## src/rtl/dwc_pkg.sv

```systemverilog
package dwc_pkg;
  localparam int TAP_W    = 7;
  localparam int NUM_CH   = 2;
  localparam int CH_W     = $clog2(NUM_CH);
  localparam int NUM_REGS = 2 * NUM_CH;
  localparam int PTR_W    = $clog2(NUM_REGS);
  localparam int BYTE_W   = 8;
  localparam int SEL_W    = 3;
  localparam int ID_W     = BYTE_W - 1 - SEL_W;

  typedef logic [TAP_W-1:0] tap_t;

  typedef enum logic [2:0] {
    PH_IDLE,
    PH_DEV,
    PH_PTR,
    PH_WR,
    PH_RD,
    PH_SKIP
  } phase_e;
endpackage

```

## src/rtl/dwc_reg_port.sv

```systemverilog
module dwc_reg_port
  import dwc_pkg::*;
#(
  parameter logic [ID_W-1:0] DEV_ID = 4'hA
) (
  input  logic              clk,
  input  logic              rst_n,
  input  logic              port_open,
  input  logic [SEL_W-1:0]  addr_sel,
  input  logic              bus_start,
  input  logic              bus_stop,
  input  logic              busy,
  input  logic              in_valid,
  input  logic [BYTE_W-1:0] in_data,
  input  tap_t              reg_view [NUM_REGS],
  output logic              in_ready,
  output logic              wr_en,
  output logic [PTR_W-1:0]  wr_ptr,
  output tap_t              wr_code,
  output logic              rsp_valid,
  output logic              rsp_ack,
  output logic [BYTE_W-1:0] rsp_data
);
  phase_e              phase_q, phase_n;
  logic [SEL_W-1:0]    sel_q;
  logic [PTR_W-1:0]    ptr_q, ptr_n;
  logic                accept, ack_c;
  logic [BYTE_W-1:0]   data_c;

  assign in_ready = port_open;
  assign accept   = in_valid && port_open;
  assign wr_ptr   = ptr_q;
  assign wr_code  = in_data[TAP_W-1:0];

  always_comb begin
    phase_n = phase_q;
    ptr_n   = ptr_q;
    ack_c   = 1'b0;
    data_c  = '0;
    wr_en   = 1'b0;
    unique case (phase_q)
      PH_DEV: begin
        if (!busy && in_data[BYTE_W-1:1] == {DEV_ID, sel_q}) begin
          ack_c   = 1'b1;
          phase_n = in_data[0] ? PH_RD : PH_PTR;
        end else begin
          phase_n = PH_SKIP;
        end
      end
      PH_PTR: begin
        if (in_data[BYTE_W-1:PTR_W] == '0) begin
          ack_c   = 1'b1;
          ptr_n   = in_data[PTR_W-1:0];
          phase_n = PH_WR;
        end else begin
          phase_n = PH_SKIP;
        end
      end
      PH_WR: begin
        ack_c = 1'b1;
        wr_en = accept;
      end
      PH_RD: begin
        ack_c  = 1'b1;
        data_c = {{(BYTE_W-TAP_W){1'b0}}, reg_view[ptr_q]};
      end
      default: ;
    endcase
  end

  always_ff @(posedge clk or negedge rst_n) begin
    if (!rst_n) begin
      phase_q   <= PH_IDLE;
      sel_q     <= '0;
      ptr_q     <= '0;
      rsp_valid <= 1'b0;
      rsp_ack   <= 1'b0;
      rsp_data  <= '0;
    end else begin
      rsp_valid <= accept;
      if (accept) begin
        rsp_ack  <= ack_c;
        rsp_data <= data_c;
      end
      if (bus_start) begin
        sel_q   <= addr_sel;
        phase_q <= PH_DEV;
      end else if (bus_stop) begin
        phase_q <= PH_IDLE;
      end else if (accept) begin
        phase_q <= phase_n;
        ptr_q   <= ptr_n;
      end
    end
  end
endmodule

```

## src/rtl/dwc_nv_store.sv

```systemverilog
module dwc_nv_store
  import dwc_pkg::*;
#(
  parameter int   NV_WRITE_CYCLES = 40,
  parameter tap_t INIT_CODE       = 7'h40
) (
  input  logic            clk,
  input  logic            por_n,
  input  logic            rst_n,
  input  logic            stage_en,
  input  logic [CH_W-1:0] stage_ch,
  input  tap_t            stage_code,
  input  logic            commit_go,
  output tap_t            nv_q [NUM_CH],
  output logic            busy
);
  localparam int CNT_W = $clog2(NV_WRITE_CYCLES + 1);

  logic [CNT_W-1:0]  cnt_q;
  logic [NUM_CH-1:0] pend_q;
  tap_t              stage_q [NUM_CH];
  logic              fire;

  assign fire = busy && (cnt_q == '0);

  always_ff @(posedge clk or negedge rst_n) begin
    if (!rst_n) begin
      busy  <= 1'b0;
      cnt_q <= '0;
    end else if (!busy) begin
      if (commit_go && (|pend_q)) begin
        busy  <= 1'b1;
        cnt_q <= CNT_W'(NV_WRITE_CYCLES - 1);
      end
    end else if (fire) begin
      busy <= 1'b0;
    end else begin
      cnt_q <= cnt_q - 1'b1;
    end
  end

  for (genvar c = 0; c < NUM_CH; c++) begin : g_cell
    localparam logic [CH_W-1:0] MY_CH = CH_W'(c);

    always_ff @(posedge clk or negedge rst_n) begin
      if (!rst_n) begin
        pend_q[c]  <= 1'b0;
        stage_q[c] <= '0;
      end else if (stage_en && stage_ch == MY_CH) begin
        pend_q[c]  <= 1'b1;
        stage_q[c] <= stage_code;
      end else if (fire) begin
        pend_q[c]  <= 1'b0;
      end
    end

    always_ff @(posedge clk or negedge por_n) begin
      if (!por_n) begin
        nv_q[c] <= INIT_CODE;
      end else if (fire && pend_q[c]) begin
        nv_q[c] <= stage_q[c];
      end
    end
  end
endmodule

```

## src/rtl/dwc_wiper_bank.sv

```systemverilog
module dwc_wiper_bank
  import dwc_pkg::*;
(
  input  logic             clk,
  input  logic             rst_n,
  input  tap_t             nv_q [NUM_CH],
  input  logic             wr_en,
  input  logic [PTR_W-1:0] wr_ptr,
  input  tap_t             wr_code,
  output tap_t             wiper_q [NUM_CH],
  output logic             recall_done
);
  always_ff @(posedge clk or negedge rst_n) begin
    if (!rst_n) recall_done <= 1'b0;
    else        recall_done <= 1'b1;
  end

  for (genvar c = 0; c < NUM_CH; c++) begin : g_wiper
    localparam logic [CH_W-1:0] MY_CH = CH_W'(c);

    always_ff @(posedge clk or negedge rst_n) begin
      if (!rst_n) begin
        wiper_q[c] <= '0;
      end else if (!recall_done) begin
        wiper_q[c] <= nv_q[c];
      end else if (wr_en && !wr_ptr[PTR_W-1] && wr_ptr[CH_W-1:0] == MY_CH) begin
        wiper_q[c] <= wr_code;
      end
    end
  end
endmodule

```

## src/rtl/dwc_tap_out.sv

```systemverilog
module dwc_tap_out
  import dwc_pkg::*;
(
  input  logic                    shutdown,
  input  tap_t                    wiper_q [NUM_CH],
  output logic [NUM_CH*TAP_W-1:0] tap_code
);
  for (genvar c = 0; c < NUM_CH; c++) begin : g_tap
    assign tap_code[c*TAP_W +: TAP_W] = shutdown ? '0 : wiper_q[c];
  end
endmodule

```

## src/rtl/dual_wiper_ctrl.sv

```systemverilog
module dual_wiper_ctrl
  import dwc_pkg::*;
#(
  parameter int              NV_WRITE_CYCLES = 40,
  parameter logic [ID_W-1:0] DEV_ID          = 4'hA,
  parameter tap_t            INIT_CODE       = 7'h40
) (
  input  logic                    clk,
  input  logic                    por_n,
  input  logic                    rst_n,
  input  logic [SEL_W-1:0]        addr_sel,
  input  logic                    bus_start,
  input  logic                    bus_stop,
  input  logic                    in_valid,
  output logic                    in_ready,
  input  logic [BYTE_W-1:0]       in_data,
  output logic                    rsp_valid,
  output logic                    rsp_ack,
  output logic [BYTE_W-1:0]       rsp_data,
  input  logic                    shutdown,
  output logic                    nv_busy,
  output logic [NUM_CH*TAP_W-1:0] tap_code
);
  logic             sys_rst_n;
  logic             recall_done;
  logic             wr_en;
  logic [PTR_W-1:0] wr_ptr;
  tap_t             wr_code;
  tap_t             nv_q    [NUM_CH];
  tap_t             wiper_q [NUM_CH];
  tap_t             reg_view [NUM_REGS];

  assign sys_rst_n = rst_n & por_n;

  for (genvar c = 0; c < NUM_CH; c++) begin : g_view
    assign reg_view[c]        = wiper_q[c];
    assign reg_view[NUM_CH+c] = nv_q[c];
  end

  dwc_reg_port #(.DEV_ID(DEV_ID)) u_port (
    .clk       (clk),
    .rst_n     (sys_rst_n),
    .port_open (recall_done),
    .addr_sel  (addr_sel),
    .bus_start (bus_start),
    .bus_stop  (bus_stop),
    .busy      (nv_busy),
    .in_valid  (in_valid),
    .in_data   (in_data),
    .reg_view  (reg_view),
    .in_ready  (in_ready),
    .wr_en     (wr_en),
    .wr_ptr    (wr_ptr),
    .wr_code   (wr_code),
    .rsp_valid (rsp_valid),
    .rsp_ack   (rsp_ack),
    .rsp_data  (rsp_data)
  );

  dwc_nv_store #(
    .NV_WRITE_CYCLES (NV_WRITE_CYCLES),
    .INIT_CODE       (INIT_CODE)
  ) u_nv (
    .clk        (clk),
    .por_n      (por_n),
    .rst_n      (sys_rst_n),
    .stage_en   (wr_en && wr_ptr[PTR_W-1]),
    .stage_ch   (wr_ptr[CH_W-1:0]),
    .stage_code (wr_code),
    .commit_go  (bus_stop),
    .nv_q       (nv_q),
    .busy       (nv_busy)
  );

  dwc_wiper_bank u_wiper (
    .clk         (clk),
    .rst_n       (sys_rst_n),
    .nv_q        (nv_q),
    .wr_en       (wr_en),
    .wr_ptr      (wr_ptr),
    .wr_code     (wr_code),
    .wiper_q     (wiper_q),
    .recall_done (recall_done)
  );

  dwc_tap_out u_tap (
    .shutdown (shutdown),
    .wiper_q  (wiper_q),
    .tap_code (tap_code)
  );
endmodule

```

## config.mk

```make
export PLATFORM = sky130hd
export DESIGN_NAME = dual_wiper_ctrl
export DESIGN_NICKNAME = d
export VERILOG_FILES = /design/src/rtl/dwc_pkg.sv /design/src/rtl/dwc_reg_port.sv /design/src/rtl/dwc_nv_store.sv /design/src/rtl/dwc_wiper_bank.sv /design/src/rtl/dwc_tap_out.sv /design/src/rtl/dual_wiper_ctrl.sv
export SDC_FILE = /design/constraint.sdc
export NUM_CORES = 1
export LEC_CHECK = 0
export BUFFER_PORTS_ARGS = -buffer_cell sky130_fd_sc_hd__buf_2
export CAP_MARGIN = 40
export CORE_MARGIN = 3
export CORE_UTILIZATION = 30
export DETAILED_ROUTE_END_ITERATION = 16
export PLACE_DENSITY = 0.52
export REMOVE_ABC_BUFFERS = 1
export SLEW_MARGIN = 25
export SYNTH_ARGS = -nofsm -noshare
export SYNTH_HDL_FRONTEND = slang
export SYNTH_SLANG_ARGS = --single-unit
```

## constraint.sdc

```tcl
create_clock -name clk -period 1.5 [get_ports clk]
set_input_delay 0 -clock clk [delete_from_list [all_inputs] [get_ports clk]]
set_output_delay 0 -clock clk [all_outputs]
set_load 0.01 [all_outputs]
```

==> results.py <==
metrics = {
    "yosys": {
        "ys_seq_area_frac": 0.522,
        "ys_seq_elements": 69,
        "synthTopCellsByArea": "dfrtp_1, mux2_2, mux4_2",
        "synth-async-reset-ratio": 1.00,
        "synthDistinctLibCells": 45,
        "yosysWarnings": 0,
        "synthCells": 265,
        "synth_top_area_cell": "dfrtp_1",
        "synth-edff-count": 0,
        "synth_area_sq_um": 3310,
        "synth_flop_cell": "dfrtp_1",
        "synth_area_per_cell_sq_um": 12.5,
        "synth_top_cell_area_share": 0.507,
    },
    "worst_setup_path": {
        "max_stage_delay_ns": 0.38,
        "cp_cell_sequence": "and3b_2 -> nand3_4 -> or3b_1 -> buf_6 -> mux2_4",
        "critPathCaptureType": "flip-flop",
        "crit_path_top_delay_cell": "dfrtp_1",
        "crit_required_ns": 1.72,
        "critPathKind": "flip-flop to flip-flop",
        "r2r_start": "u_port.phase_q[2]",
        "reg2reg_slack_ns": -0.16,
        "ff2ff_path_depth": 5,
        "crit_arrival_ns": 1.89,
        "start_kind": "flip-flop",
        "crit_family": "simple AND/OR/NAND/NOR gates",
        "cp_num_buf_inv": 1,
        "reg2reg_to": "u_nv.stage_q[10]",
        "path_max_fanout": 8,
    },
    "global_route": {
        "grt.total_usage": 0.138,
        "grt_overflow": 0,
        "antenna_found_initial": 0,
        "grt_first_pass_wirelength_microns": 13500,
        "grt_pass1_vias": 2571,
        "grt_max_degree": 56,
    },
    "flow_run": {
        "max_cap_violations": 0,
    },
    "sta": {
        "whs_ns": 0.0247,
        "finalSetupViolCount": 46,
        "fin_worst_skew_ns": 0.0157,
        "rsz0062_at_grt": "yes",
        "worst_slack_ns": -0.161,
        "slew_viol_final": 0,
        "period_minus_slack_ns": 1.66,
        "finalCritPeriodShare": 1.11,
        "finalHoldViolCount": 0,
        "max_freq_mhz": 602,
    },
    "power": {
        "power_leakage_nw": 2.14,
        "ir_worst_vdd_mv": 0.450,
        "power.density_nw_per_um2": 1090,
    },
    "place": {
        "port_buffers": 42,
        "pre_cts_slack_ns": -0.223,
        "gp_congestion": 0.790,
        "placed_cells": 467,
        "dp_hpwl_microns": 5600,
        "place_area_sq_um": 3900,
    },
    "layout": {
        "fin_area_sq_um": 4460,
        "fin_cells": 501,
        "areaGrowthSynthToFinish_pct": 34.7,
        "layout-drive-gt1-share": 0.479,
        "fin_nets": 380,
        "utilization": 0.424,
        "diodes": 0,
    },
    "clocking": {
        "clk_latency_ns": 0.34,
        "cts_htree_levels": 3,
        "clockRootBuffer": "clkbuf_8",
        "cts.path.max_buffers": 2,
        "cts_buffers": 9,
        "path_clk_slew_ns": 0.08,
        "clock_sinks": 69,
        "cts_tree": "done",
    },
    "min_path": {
        "hold_depth": 3,
        "min-delay-start": "in_data[4]",
        "hold_path_class": "input pin to flip-flop",
        "hold-path-endpoint": "u_wiper.wiper_q[4]",
    },
    "die": {
        "die_area_sq_um": 12300,
        "fp.dieW_microns": 111,
        "rows": 37,
        "initial_core_util": 0.315,
        "top_level_ports": 44,
        "core_area_sq_um": 10500,
        "dieHeight_microns": 111,
    },
    "routing": {
        "drt_first_iter_violations": 92,
        "drt-total-wl_microns": 8170,
        "dr.pass1.iters": 4,
        "wl_per_cell_microns": 16.3,
        "drcViolationCount": 0,
        "ant_nets": 0,
        "viasPerCell": 4.74,
        "num_vias": 2374,
    },
    "outcome": {
        "violations": "negative setup slack",
        "status": "complete, but fails checks",
    },
}
==> where the power goes <==
part | internal, W | total, W | switching, W
combinational | 0.000561 | 0.00104 | 0.000483
sequential | 0.00202 | 0.00214 | 0.000123
clock | 0.000937 | 0.00166 | 0.000719
total | 0.00351 | 0.00484 | 0.00132
==> cell usage after synthesis (2+ instances only) <==
master,count
dfstp_2,2
mux2_2,26
inv_1,6
xnor2_1,7
mux4_2,7
dfrtp_1,67
nor3_1,6
nor2b_1,15
mux2_4,7
mux2i_1,14
nor4_1,4
nand4b_1,2
conb_1,2
nand2_2,2
nor2_1,25
buf_4,3
clkbuf_8,2
a31oi_1,2
ha_1,2
a22o_1,7
clkbuf_1,5
nand2_1,5
o21ai_0,5
a21oi_1,18
nand3_1,2
or3b_1,2
buf_6,2
==> flip-flops by register name, indices dropped and copies added (netlist names) <==
| register | cells |
|---|---|
| u_nv.busy | 1 |
| u_nv.cnt_q | 6 |
| u_nv.nv_q | 14 |
| u_nv.pend_q | 2 |
| u_nv.stage_q | 14 |
| u_port.phase_q | 3 |
| u_port.rsp_ack | 1 |
| u_port.rsp_data | 7 |
| u_port.rsp_valid | 1 |
| u_port.sel_q | 3 |
| u_port.wr_ptr | 2 |
| u_wiper.recall_done | 1 |
| u_wiper.wiper_q | 14 |
==> per-layer routing <==
layer / vias up / global-route usage / share of wire / wire length (microns)
met5: - / 0 / 0 / 0
met4: 0 / 0.0438 / 0.015 / 119
met3: 7 / 0.0328 / 0.033 / 267
met2: 36 / 0.236 / 0.50 / 4090
met1: 1198 / 0.173 / 0.45 / 3690
li1: 1133 / - / - / -
==> worst register-to-register path: cells and delay by family, from the launching register on <==
family,cells,cell delay (ns)
and+or+nand+nor,3,0.70
DFF,1,0.38
muxes,1,0.30
buffers and inverters,1,0.16
==> cell type report <==
cell class,instances,area (sq um)
inverters,6,22.5
clock inverters,6,87.6
flip-flops and latches,69,1730
repair buffers,97,703
well taps,136,170
clock buffers,10,128
multi-input cells,177,1620
fillers,998,6050
==> worst max-delay path by stage <==
stage,startpoint,to,slack [ns],cells past startpoint
finish,u_port.phase_q[2],u_nv.stage_q[10],-0.16,5
global placement,u_nv.cnt_q[3],u_nv.nv_q[5],-0.19,4
CTS,u_port.phase_q[2],u_nv.stage_q[11],-0.21,5
floorplan,u_wiper.recall_done,u_nv.stage_q[10],-0.73,4
global route,u_port.phase_q[2],u_nv.stage_q[7],-0.21,5
detailed placement,u_port.phase_q[2],u_nv.stage_q[13],-0.22,5
==> what timing repair did <==
action / in CTS / in global routing
gates resized for setup: 25 / 18
endpoints found under the hold margin: 81 / 0
setup buffers: 4 / 2
pin swaps: 21 / 28
cloned: 0 / 0
hold buffers: 13 / 0
endpoints found under the setup margin: 44 / 61
==> cell families after synthesis <==
group / synth area share
fa+ha+maj: 0.00756
simple gates: 0.132
buf+inv: 0.0359
compound gates: 0.0715
other cells: 0.00227
mux: 0.210
flops: 0.522
xor+xnor: 0.0185
==> placed cells by master (no fill, tap or decap), types with 9 or more instances in the layout <==
master          n
mux2_2         26
dlygate4sd3_1  13
buf_4          34
nor2_1         22
mux2i_1        13
nor2b_1        15
a21oi_1        18
buf_2          42
clkbuf_8        9
dfrtp_1        66
==> metrics by stage <==
step,power [W],setup TNS [ns]
final,0.00484,-2.85
after global routing,0.00510,-5.85
after CTS,0.00483,-2.97
after detailed placement,0.00300,-5.68
after global placement,0.00299,-5.90
after floorplan,0.00257,-33.96
(Power assumes the default switching activity.)
